===== src/rtl/div_pkg.sv =====
// Package: shared types for the restoring divider.
// Assumes: nothing beyond a standard elaboration order (compiled first).
package div_pkg;

    // Control phases of the iterative divider.
    typedef enum logic [1:0] {
        ST_IDLE = 2'd0,
        ST_ITER = 2'd1,
        ST_FIX  = 2'd2
    } div_state_e;

endpackage


===== src/rtl/div_sign_prep.sv =====
// Module: div_sign_prep
// Turns raw operands into magnitudes for the unsigned loop and records which
// final sign corrections are needed. Purely combinational.
// Assumes: in unsigned mode the operands are already magnitudes; the
// magnitude of the most negative value is its own bit pattern read unsigned.
module div_sign_prep #(
    parameter int W = 32
) (
    input  logic         is_signed,
    input  logic [W-1:0] num,
    input  logic [W-1:0] den,
    output logic [W-1:0] num_mag,
    output logic [W-1:0] den_mag,
    output logic         flip_quo,
    output logic         flip_rem,
    output logic         den_zero
);
    logic num_neg;
    logic den_neg;

    // Magnitudes and sign-correction flags from the operand signs.
    always_comb begin
        num_neg  = is_signed & num[W-1];
        den_neg  = is_signed & den[W-1];
        num_mag  = num_neg ? (~num + 1'b1) : num;
        den_mag  = den_neg ? (~den + 1'b1) : den;
        flip_quo = num_neg ^ den_neg;
        flip_rem = num_neg;
        den_zero = (den == '0);
    end
endmodule


===== src/rtl/div_step.sv =====
// Module: div_step
// One restoring iteration on the accumulator: trial-subtract the divisor
// magnitude from the upper part, keep the difference when it is not negative,
// then shift the whole accumulator left with the new quotient bit.
// Assumes: accumulator is 2W+1 bits, upper part (W+1 bits) is below twice the
// divisor, which holds for every step after the initial left shift.
module div_step #(
    parameter int W = 32
) (
    input  logic [2*W:0]  acc_in,
    input  logic [W-1:0]  den_mag,
    output logic [2*W:0]  acc_out
);
    localparam int HW = W + 1;

    logic [HW-1:0] upper;
    logic [HW-1:0] diff;
    logic          fits;
    logic [W-1:0]  kept;

    // Trial subtraction, restore on borrow, shift with the quotient bit.
    always_comb begin
        upper   = acc_in[2*W:W];
        diff    = upper - {1'b0, den_mag};
        fits    = ~diff[HW-1];
        kept    = fits ? diff[W-1:0] : upper[W-1:0];
        acc_out = {kept, acc_in[W-1:0], fits};
    end
endmodule


===== src/rtl/div_sign_fix.sv =====
// Module: div_sign_fix
// Applies the recorded sign corrections to the unsigned quotient and
// remainder, or substitutes the fixed zero-divisor result. Combinational.
// Assumes: flags were captured with the operands of the same division.
module div_sign_fix #(
    parameter int W = 32
) (
    input  logic [W-1:0] quo_mag,
    input  logic [W-1:0] rem_mag,
    input  logic         flip_quo,
    input  logic         flip_rem,
    input  logic         den_zero,
    input  logic [W-1:0] num_raw,
    output logic [W-1:0] quo_final,
    output logic [W-1:0] rem_final
);
    // Select the zero-divisor result or the sign-corrected magnitudes.
    always_comb begin
        if (den_zero) begin
            quo_final = '1;
            rem_final = num_raw;
        end else begin
            quo_final = flip_quo ? (~quo_mag + 1'b1) : quo_mag;
            rem_final = flip_rem ? (~rem_mag + 1'b1) : rem_mag;
        end
    end
endmodule


===== src/rtl/restoring_divider.sv =====
// Module: restoring_divider (top)
// Iterative restoring divider: one W+1-bit trial subtraction per clock into a
// merged remainder/quotient accumulator, shift-first ordering, a final
// correction step that realigns the remainder, and sign fix-up for signed mode.
// Latency is W+1 edges from the accepting edge to done, zero divisor included.
// Assumes: start is ignored while busy; results hold until the next done.
module restoring_divider
    import div_pkg::*;
#(
    parameter int W = 32
) (
    input  logic         clk,
    input  logic         rst_n,
    input  logic         start,
    input  logic         is_signed,
    input  logic [W-1:0] dividend,
    input  logic [W-1:0] divisor,
    output logic         busy,
    output logic         done,
    output logic         div_by_zero,
    output logic [W-1:0] quotient,
    output logic [W-1:0] remainder
);
    localparam int AW = 2 * W + 1;
    localparam int CW = $clog2(W);
    localparam logic [CW-1:0] LAST_STEP = CW'(W - 1);

    div_state_e   state;
    logic [AW-1:0] acc;
    logic [AW-1:0] acc_next;
    logic [W-1:0]  den_q;
    logic [W-1:0]  num_raw_q;
    logic          flip_quo_q;
    logic          flip_rem_q;
    logic          den_zero_q;
    logic [CW-1:0] step_cnt;

    logic [W-1:0]  num_mag_c;
    logic [W-1:0]  den_mag_c;
    logic          flip_quo_c;
    logic          flip_rem_c;
    logic          den_zero_c;
    logic [W-1:0]  quo_fix_c;
    logic [W-1:0]  rem_fix_c;
    logic          accept;

    div_sign_prep #(.W(W)) u_prep (
        .is_signed (is_signed),
        .num       (dividend),
        .den       (divisor),
        .num_mag   (num_mag_c),
        .den_mag   (den_mag_c),
        .flip_quo  (flip_quo_c),
        .flip_rem  (flip_rem_c),
        .den_zero  (den_zero_c)
    );

    div_step #(.W(W)) u_step (
        .acc_in  (acc),
        .den_mag (den_q),
        .acc_out (acc_next)
    );

    // Correction: upper part shifted right by one is acc[2W:W+1].
    div_sign_fix #(.W(W)) u_fix (
        .quo_mag   (acc[W-1:0]),
        .rem_mag   (acc[AW-1:W+1]),
        .flip_quo  (flip_quo_q),
        .flip_rem  (flip_rem_q),
        .den_zero  (den_zero_q),
        .num_raw   (num_raw_q),
        .quo_final (quo_fix_c),
        .rem_final (rem_fix_c)
    );

    // Launch condition: request seen while no division is running.
    always_comb begin
        accept = start & (state == ST_IDLE);
    end

    // Busy covers the loop and the correction step.
    always_comb begin
        busy = (state != ST_IDLE);
    end

    // Phase sequencing and step counting.
    always_ff @(posedge clk) begin
        if (!rst_n) begin
            state    <= ST_IDLE;
            step_cnt <= '0;
        end else begin
            case (state)
                ST_IDLE: begin
                    step_cnt <= '0;
                    if (accept) state <= ST_ITER;
                end
                ST_ITER: begin
                    step_cnt <= step_cnt + 1'b1;
                    if (step_cnt == LAST_STEP) state <= ST_FIX;
                end
                ST_FIX:  state <= ST_IDLE;
                default: state <= ST_IDLE;
            endcase
        end
    end

    // Accumulator: load with the initial left shift, then one step per cycle.
    always_ff @(posedge clk) begin
        if (!rst_n) begin
            acc <= '0;
        end else if (accept) begin
            acc <= {{W{1'b0}}, num_mag_c, 1'b0};
        end else if (state == ST_ITER) begin
            acc <= acc_next;
        end
    end

    // Operand-side state captured at launch for use during the run.
    always_ff @(posedge clk) begin
        if (!rst_n) begin
            den_q      <= '0;
            num_raw_q  <= '0;
            flip_quo_q <= 1'b0;
            flip_rem_q <= 1'b0;
            den_zero_q <= 1'b0;
        end else if (accept) begin
            den_q      <= den_mag_c;
            num_raw_q  <= dividend;
            flip_quo_q <= flip_quo_c;
            flip_rem_q <= flip_rem_c;
            den_zero_q <= den_zero_c;
        end
    end

    // Result registers, written once in the correction step.
    always_ff @(posedge clk) begin
        if (!rst_n) begin
            quotient    <= '0;
            remainder   <= '0;
            div_by_zero <= 1'b0;
        end else if (state == ST_FIX) begin
            quotient    <= quo_fix_c;
            remainder   <= rem_fix_c;
            div_by_zero <= den_zero_q;
        end
    end

    // One-cycle completion pulse following the correction step.
    always_ff @(posedge clk) begin
        if (!rst_n) begin
            done <= 1'b0;
        end else begin
            done <= (state == ST_FIX);
        end
    end
endmodule


===== config.mk =====
export PLATFORM = sky130hd
export DESIGN_NAME = restoring_divider
export DESIGN_NICKNAME = d
export VERILOG_FILES = /design/src/rtl/div_pkg.sv /design/src/rtl/div_sign_prep.sv /design/src/rtl/div_step.sv /design/src/rtl/div_sign_fix.sv /design/src/rtl/restoring_divider.sv
export SDC_FILE = /design/constraint.sdc
export NUM_CORES = 1
export LEC_CHECK = 0
export BUFFER_PORTS_ARGS = -buffer_cell sky130_fd_sc_hd__buf_4
export CORE_MARGIN = 1.5
export CORE_UTILIZATION = 49
export DETAILED_ROUTE_END_ITERATION = 12
export MAX_ROUTING_LAYER = met4
export PLACE_DENSITY_LB_ADDON = 0.12
export SYNTH_ARGS = -nofsm -noshare
export SYNTH_HDL_FRONTEND = slang
export SYNTH_HIERARCHICAL = 1
export SYNTH_SLANG_ARGS = --single-unit

===== constraint.sdc =====
create_clock -name clk -period 4 [get_ports clk]
set_input_delay 0.2 -clock clk [delete_from_list [all_inputs] [get_ports clk]]
set_output_delay 0.2 -clock clk [all_outputs]
set_load 0.02 [all_outputs]

### Yosys cells after proc, flatten, opt, wreduce, memory -nomap -nowiden

Index checks and enable logic that the tools add are counted.

* reductions and logical operators: 7
* muxes and demuxes: 13
* $add $sub $neg: 6
* bitwise operators: 10
* equal/unequal tests: 5

Operators by type and width (count)
* two-way mux 32 bit: 7
* adder 32 x 1 -> 32 bit (second input constant): 4
* inverter 32 bit: 4
* two-way mux 33 bit: 2
* subtractor 33 x 32 -> 33 bit: 1
* logical NOT 32 bit: 1
* case mux 5 bit (2 select lines): 1
* nonzero test 2 bit: 3
* adder 5 x 1 -> 5 bit (second input constant): 1
* == test 5 bit (second input constant): 1
* two-way mux 2 bit: 2
* inequality test 2 bit (second input constant): 2
* case mux 2 bit (2 select lines): 1
* AND 1 bit: 3
* == test 2 x 1 -> 1 bit (second input constant): 1
* == test 2 bit (second input constant): 1
* logical NOT 2 bit: 1
* inverter 1 bit: 2
* AND reduction 2 bit: 1
* OR reduction 2 bit: 1
* XOR 1 bit: 1

* logic and storage cells: 54
* output and inout bits: 67
* input port bits: 68
* flip-flop bits (word level): 205

### Depth between registers and ports, before layout

* word-level depth: 4
* depth in mapped cells: 17
* mapped depth without buffers: 15

### Cells and area by module

The synthesis kept the hierarchy.

By module, submodules not included
* restoring_divider: sequential area each 4103.9 µm², area each 7818.7 µm², cells an instance 897, instances 1
* div_step: sequential area each 0.0 µm², area each 2606.2 µm², cells an instance 338, instances 1
* div_sign_fix: sequential area each 0.0 µm², area each 2001.9 µm², cells an instance 321, instances 1
* div_sign_prep: sequential area each 0.0 µm², area each 1471.4 µm², cells an instance 216, instances 1

### Worst setup path before layout

No wires, ideal clock.

* path type: register -> register
* start: register acc[32]
* end: register acc[46]
* data arrival time: 3170 ps
* buffers on the path: 2
* path slack: 710 ps
* setup time: 120 ps
* stages on the path, launching flop included: 18
* clock period less this slack: 3290 ps
* data required time: 3880 ps
* cells stage by stage: dfxtp_1 > inv_1 > ha_1 > fa_1 > and2b_1 > o2111ai_2 > a21oi_2 > o2111ai_1 > a211oi_2 > nor2_4 > mux2i_4 > and2_4 > buf_12 > inv_8 > buf_12 > mux2_4 > nand2_1 > a21oi_1

* cells in the longest elaborated chain, start to end: 2

Ends and longest elaborated chain
* start, declared: RTL line restoring_divider.sv:29 `logic [AW-1:0] acc;`
* start signal, assigned: RTL line restoring_divider.sv:112 `acc <= {{W{1'b0}}, num_mag_c, 1'b0};`
* start signal, assigned: RTL line restoring_divider.sv:114 `acc <= acc_next;`
* subtractor 33 x 32 -> 33 bit: RTL line div_step.sv:24 `diff = upper - {1'b0, den_mag};`
* two-way mux 32 bit: RTL line div_step.sv:26 `kept = fits ? diff[W-1:0] : upper[W-1:0];`
* named net acc_next[46]: RTL line restoring_divider.sv:30 `logic [AW-1:0] acc_next;`

The timed path passes the listed nets, and every way through them passes these cells.
A chain may end at the register's enable or synchronous reset.

### Worst setup path in the final report

* start: register acc[32]
* end: register acc[38]

The elaborated chain is that of the path after synthesis.

==> metrics.yaml <==
clock_tree:
  clock-root-buffer: "clkbuf_16"
  cts.htree.levels: 1
  cts_tree: "done"
  clock_latency_ns: 0.54
  clk_path_buf_depth: 3
  clk_transition_reported_paths_ns: 0.06
  cts_num_sinks: 205
  cts_repair_resize_count: 0
  tritoncts.num_buffers: 25
critical_path:
  timing.reg2reg.setup_slack_ns: 0.32
  timing.critical_path.arrival_ns: 4.06
  critical_path_buf_inv_count: 2
  cp_data_required_time_ns: 4.38
  worstPathMaxFanout: 24
  setup.worst_path.class: "flip-flop to flip-flop"
  critical_path.endpoint: "acc[38]"
  cpMaxStageDelayCell: "fa_1"
  critical_path.reg2reg.startpoint: "acc[32]"
  timing.critical_path.to_type: "flip-flop"
  worst_path_largest_cell_delay_ns: 0.42
  path_cells: "inv_1 > ha_1 > fa_1 > and2b_1 > o2111ai_2 > a21oi_2 > o2111ai_1 > a211oi_2 > nor2_4 > mux2i_4 > and2_4 > inv_8 > mux2_2 > nand2_1 > a21oi_1"
  worst_path_dominant_cell_family: "compound AO/OA/AOI/OAI gates"
  critPathLaunchType: "flip-flop"
  r2r.worst_path.cells: 15
  worstSetupPathDepth: 15
  critical_path.startpoint: "acc[32]"
  crit-reg2reg-capture: "acc[38]"
final_layout:
  fillerInstances: 2715
  post-route-util_pct: 57.0
  layout-drive-gt1-share_pct: 16.3
  fin_cells: 2241
  fin_nets: 1952
  area_delta_synth_final_pct: 14.2
  antenna_cells_inserted: 0
global_routing:
  antenna_violations_before_repair: 0
  gr-usage-all-layers_pct: 27.1
  global_route_wire_length_before_repair_um: 61700
  grt_overflow: 0
  pin_count_of_the_biggest_net_entering_global_routing: 117
  number_of_global_route_vias_before_repair: 11400
power_and_ir_drop:
  sequentialPowerShare_pct: 32.7
  internal_power_mw: 4.66
  power.static_leakage_nw: 6.24
  switching_power_mw: 2.40
  power.clock.fraction_pct: 33.5
  vdd_drop_max_uv: 307
  power_density_nw_per_um2: 444
  comb_power_share_pct: 33.8
  switching_share_pct: 34.0
routing:
  first_iter_violations: 901
  postRouteAntennaNets: 0
  vias: 12600
  totalWireLength_um: 39100
  route.detailed.drc: 0
  drt_pass1_iterations: 5
  avgRoutedWirePerCell_um: 17.4
  routed_via_density: 5.61
logic_synthesis:
  synthesized_area_um2: 13900
  synth.top_cells.by_count: "nand2_1 (436), dfxtp_1 (205), a21boi_0 (130)"
  synth-seq-area-share_pct: 29.5
  synth_async_reset_ratio_pct: 0
  postSynthCellCount: 1772
  synth_top_area_share_pct: 29.5
  synth-edff-count: 0
  yosys.cell_types.count: 87
  synthesis_stage_register_bit_count: 205
  synth_area_leaders: "dfxtp_1 (30%), nand2_1 (12%), a21boi_0 (7.0%), xor2_1 (5.1%), xnor2_1 (3.8%)"
  synth.most_common_cell: "nand2_1"
  synth_nets: 1879
  number_of_warning_messages_in_the_yosys_log: 6
  ys.flop_type: "dfxtp_1"
  post-synth-top-area-cell: "dfxtp_1"
  syn_area_per_cell_um2: 7.84
sta:
  setup-violations-final: 0
  min_period_ns: 3.68
  timing.setup.tns_ns: 0
  number_of_hold_violations_in_the_final_report: 0
  final_max_slew_viol_count: 0
  skew_ns: 0.0344
  period_share_pct: 91.9
  max_freq_mhz: 272
  timing_worst_slew_pin_value_ns: 1.15
  unrepaired_setup_endpoints_after_global_routing: "no"
  slew_headroom_pct: 23.5
die:
  die_area_um2: 29400
  initial_cell_density_of_the_core_pct: 49.9
  die_h_um: 171
  die-width_um: 171
  core_area_um2: 27900
  top_level_i_o_count: 135
  placement_rows: 61
flow_run:
  cap_violations: 0
worst_hold_path:
  hp-class: "input pin to flip-flop"
placed_design:
  place.detailed.instances: 2164
  gp_congestion: 0.899
  number_of_buffers_added_on_ports: 134
  dp.final_hpwl_um: 28000
status:
  status: "completed"
## worst min-delay path by stage
stage / from / to / slack (ns) / depth (start not counted)
floorplan: dividend[0] / num_raw_q[0] / 0.34 / 2
CTS: divisor[29] / den_q[29] / 0.003 / 4
global route: dividend[8] / num_raw_q[8] / 0.02 / 3
detailed placement: den_q[6] / den_q[6] / 0.46 / 2
finish: dividend[8] / num_raw_q[8] / 0.008 / 3
global placement: den_q[3] / den_q[3] / 0.45 / 2
## tightest hold or removal path: cells and delay by family
kind | cells | cell delay, ns
compound gates | 1 | 0.07
buf+inv | 1 | 0.14
simple gates | 1 | 0.08
## what timing repair did
item / 4_1_cts / 5_1_grt
buffers inserted: 0 / 0
hold buffers: 32 / 0
hold endpoints to repair: 32 / 0
## power by group through the flow
stage	Clock [mW]	Sequential (mW)	Combinational, mW
2_1_floorplan	0	2.29	2.00
3_3_place_gp	0	2.35	2.30
3_5_place_dp	0	2.35	2.31
4_1_cts	2.40	2.31	2.35
5_1_grt	2.48	2.33	2.60
6_report	2.36	2.31	2.38
## per-layer routing
metal	GRT usage, %	wire length, µm	vias up
met4	6.64	917	0
met1	39.7	19300	5871
met5	-	0	-
met2	39.2	16400	378
met3	3.20	2370	55
li1	-	-	6262
## sequential cells by signal, summed over array words and instances (netlist names)
name         cells
flip_quo_q       1
num_raw_q       32
done             1
den_q           32
div_by_zero      1
state            2
flip_rem_q       1
den_zero_q       1
acc             65
step_cnt         5
remainder       32
quotient        32
## area by class of cell
type / count / area, µm² / area share (%)
clock buffer: 30 / 654 / 4.12
clock inverter: 15 / 190 / 1.20
inverter: 51 / 199 / 1.25
multi-input combinational: 1374 / 8750 / 55.1
sequential: 205 / 4110 / 25.9
tap: 378 / 473 / 2.98
timing repair buffer: 188 / 1500 / 9.48
## kinds of logic (layout without fill, tap and decap cells)
kind of cell	after synthesis	after routing	share of synthesized area, %
AND/OR/NAND/NOR	718	718	23.2
multiplexers	35	35	3.42
adder cells (fa/ha/maj)	39	39	3.57
XOR/XNOR	141	141	8.89
flip-flops	205	205	29.5
AO/OA/AOI/OAI	441	441	23.6
buffers and inverters	193	284	7.71
## metrics by stage
step                total power [mW]  area (µm²)  setup slack [ns]  hold WS [ns]
global placement                4.65       14700             0.472         0.448
floorplan                       4.29       13900             0.710         0.345
global route                    7.41       15900             0.174        0.0223
finish                          7.05       15900             0.323       0.00780
CTS                             7.06       15900             0.358       0.00348
detailed placement              4.66       14700             0.429         0.455
## layout by cell type (no fill, tap or decap), drive strengths merged, types with 23 or more instances in the layout
master       instances
dlygate4sd3         32
ha                  38
xnor2               60
clkbuf              30
inv                 51
nor4                23
nor3                26
o21ai               75
o31ai               37
a21oi               68
nand2              436
dfxtp              205
mux2                30
nand3               29
a21boi             136
xor2                81
o221ai              32
buf                156
nor2               108
Note: power is estimated with default switching activity, not from simulation.
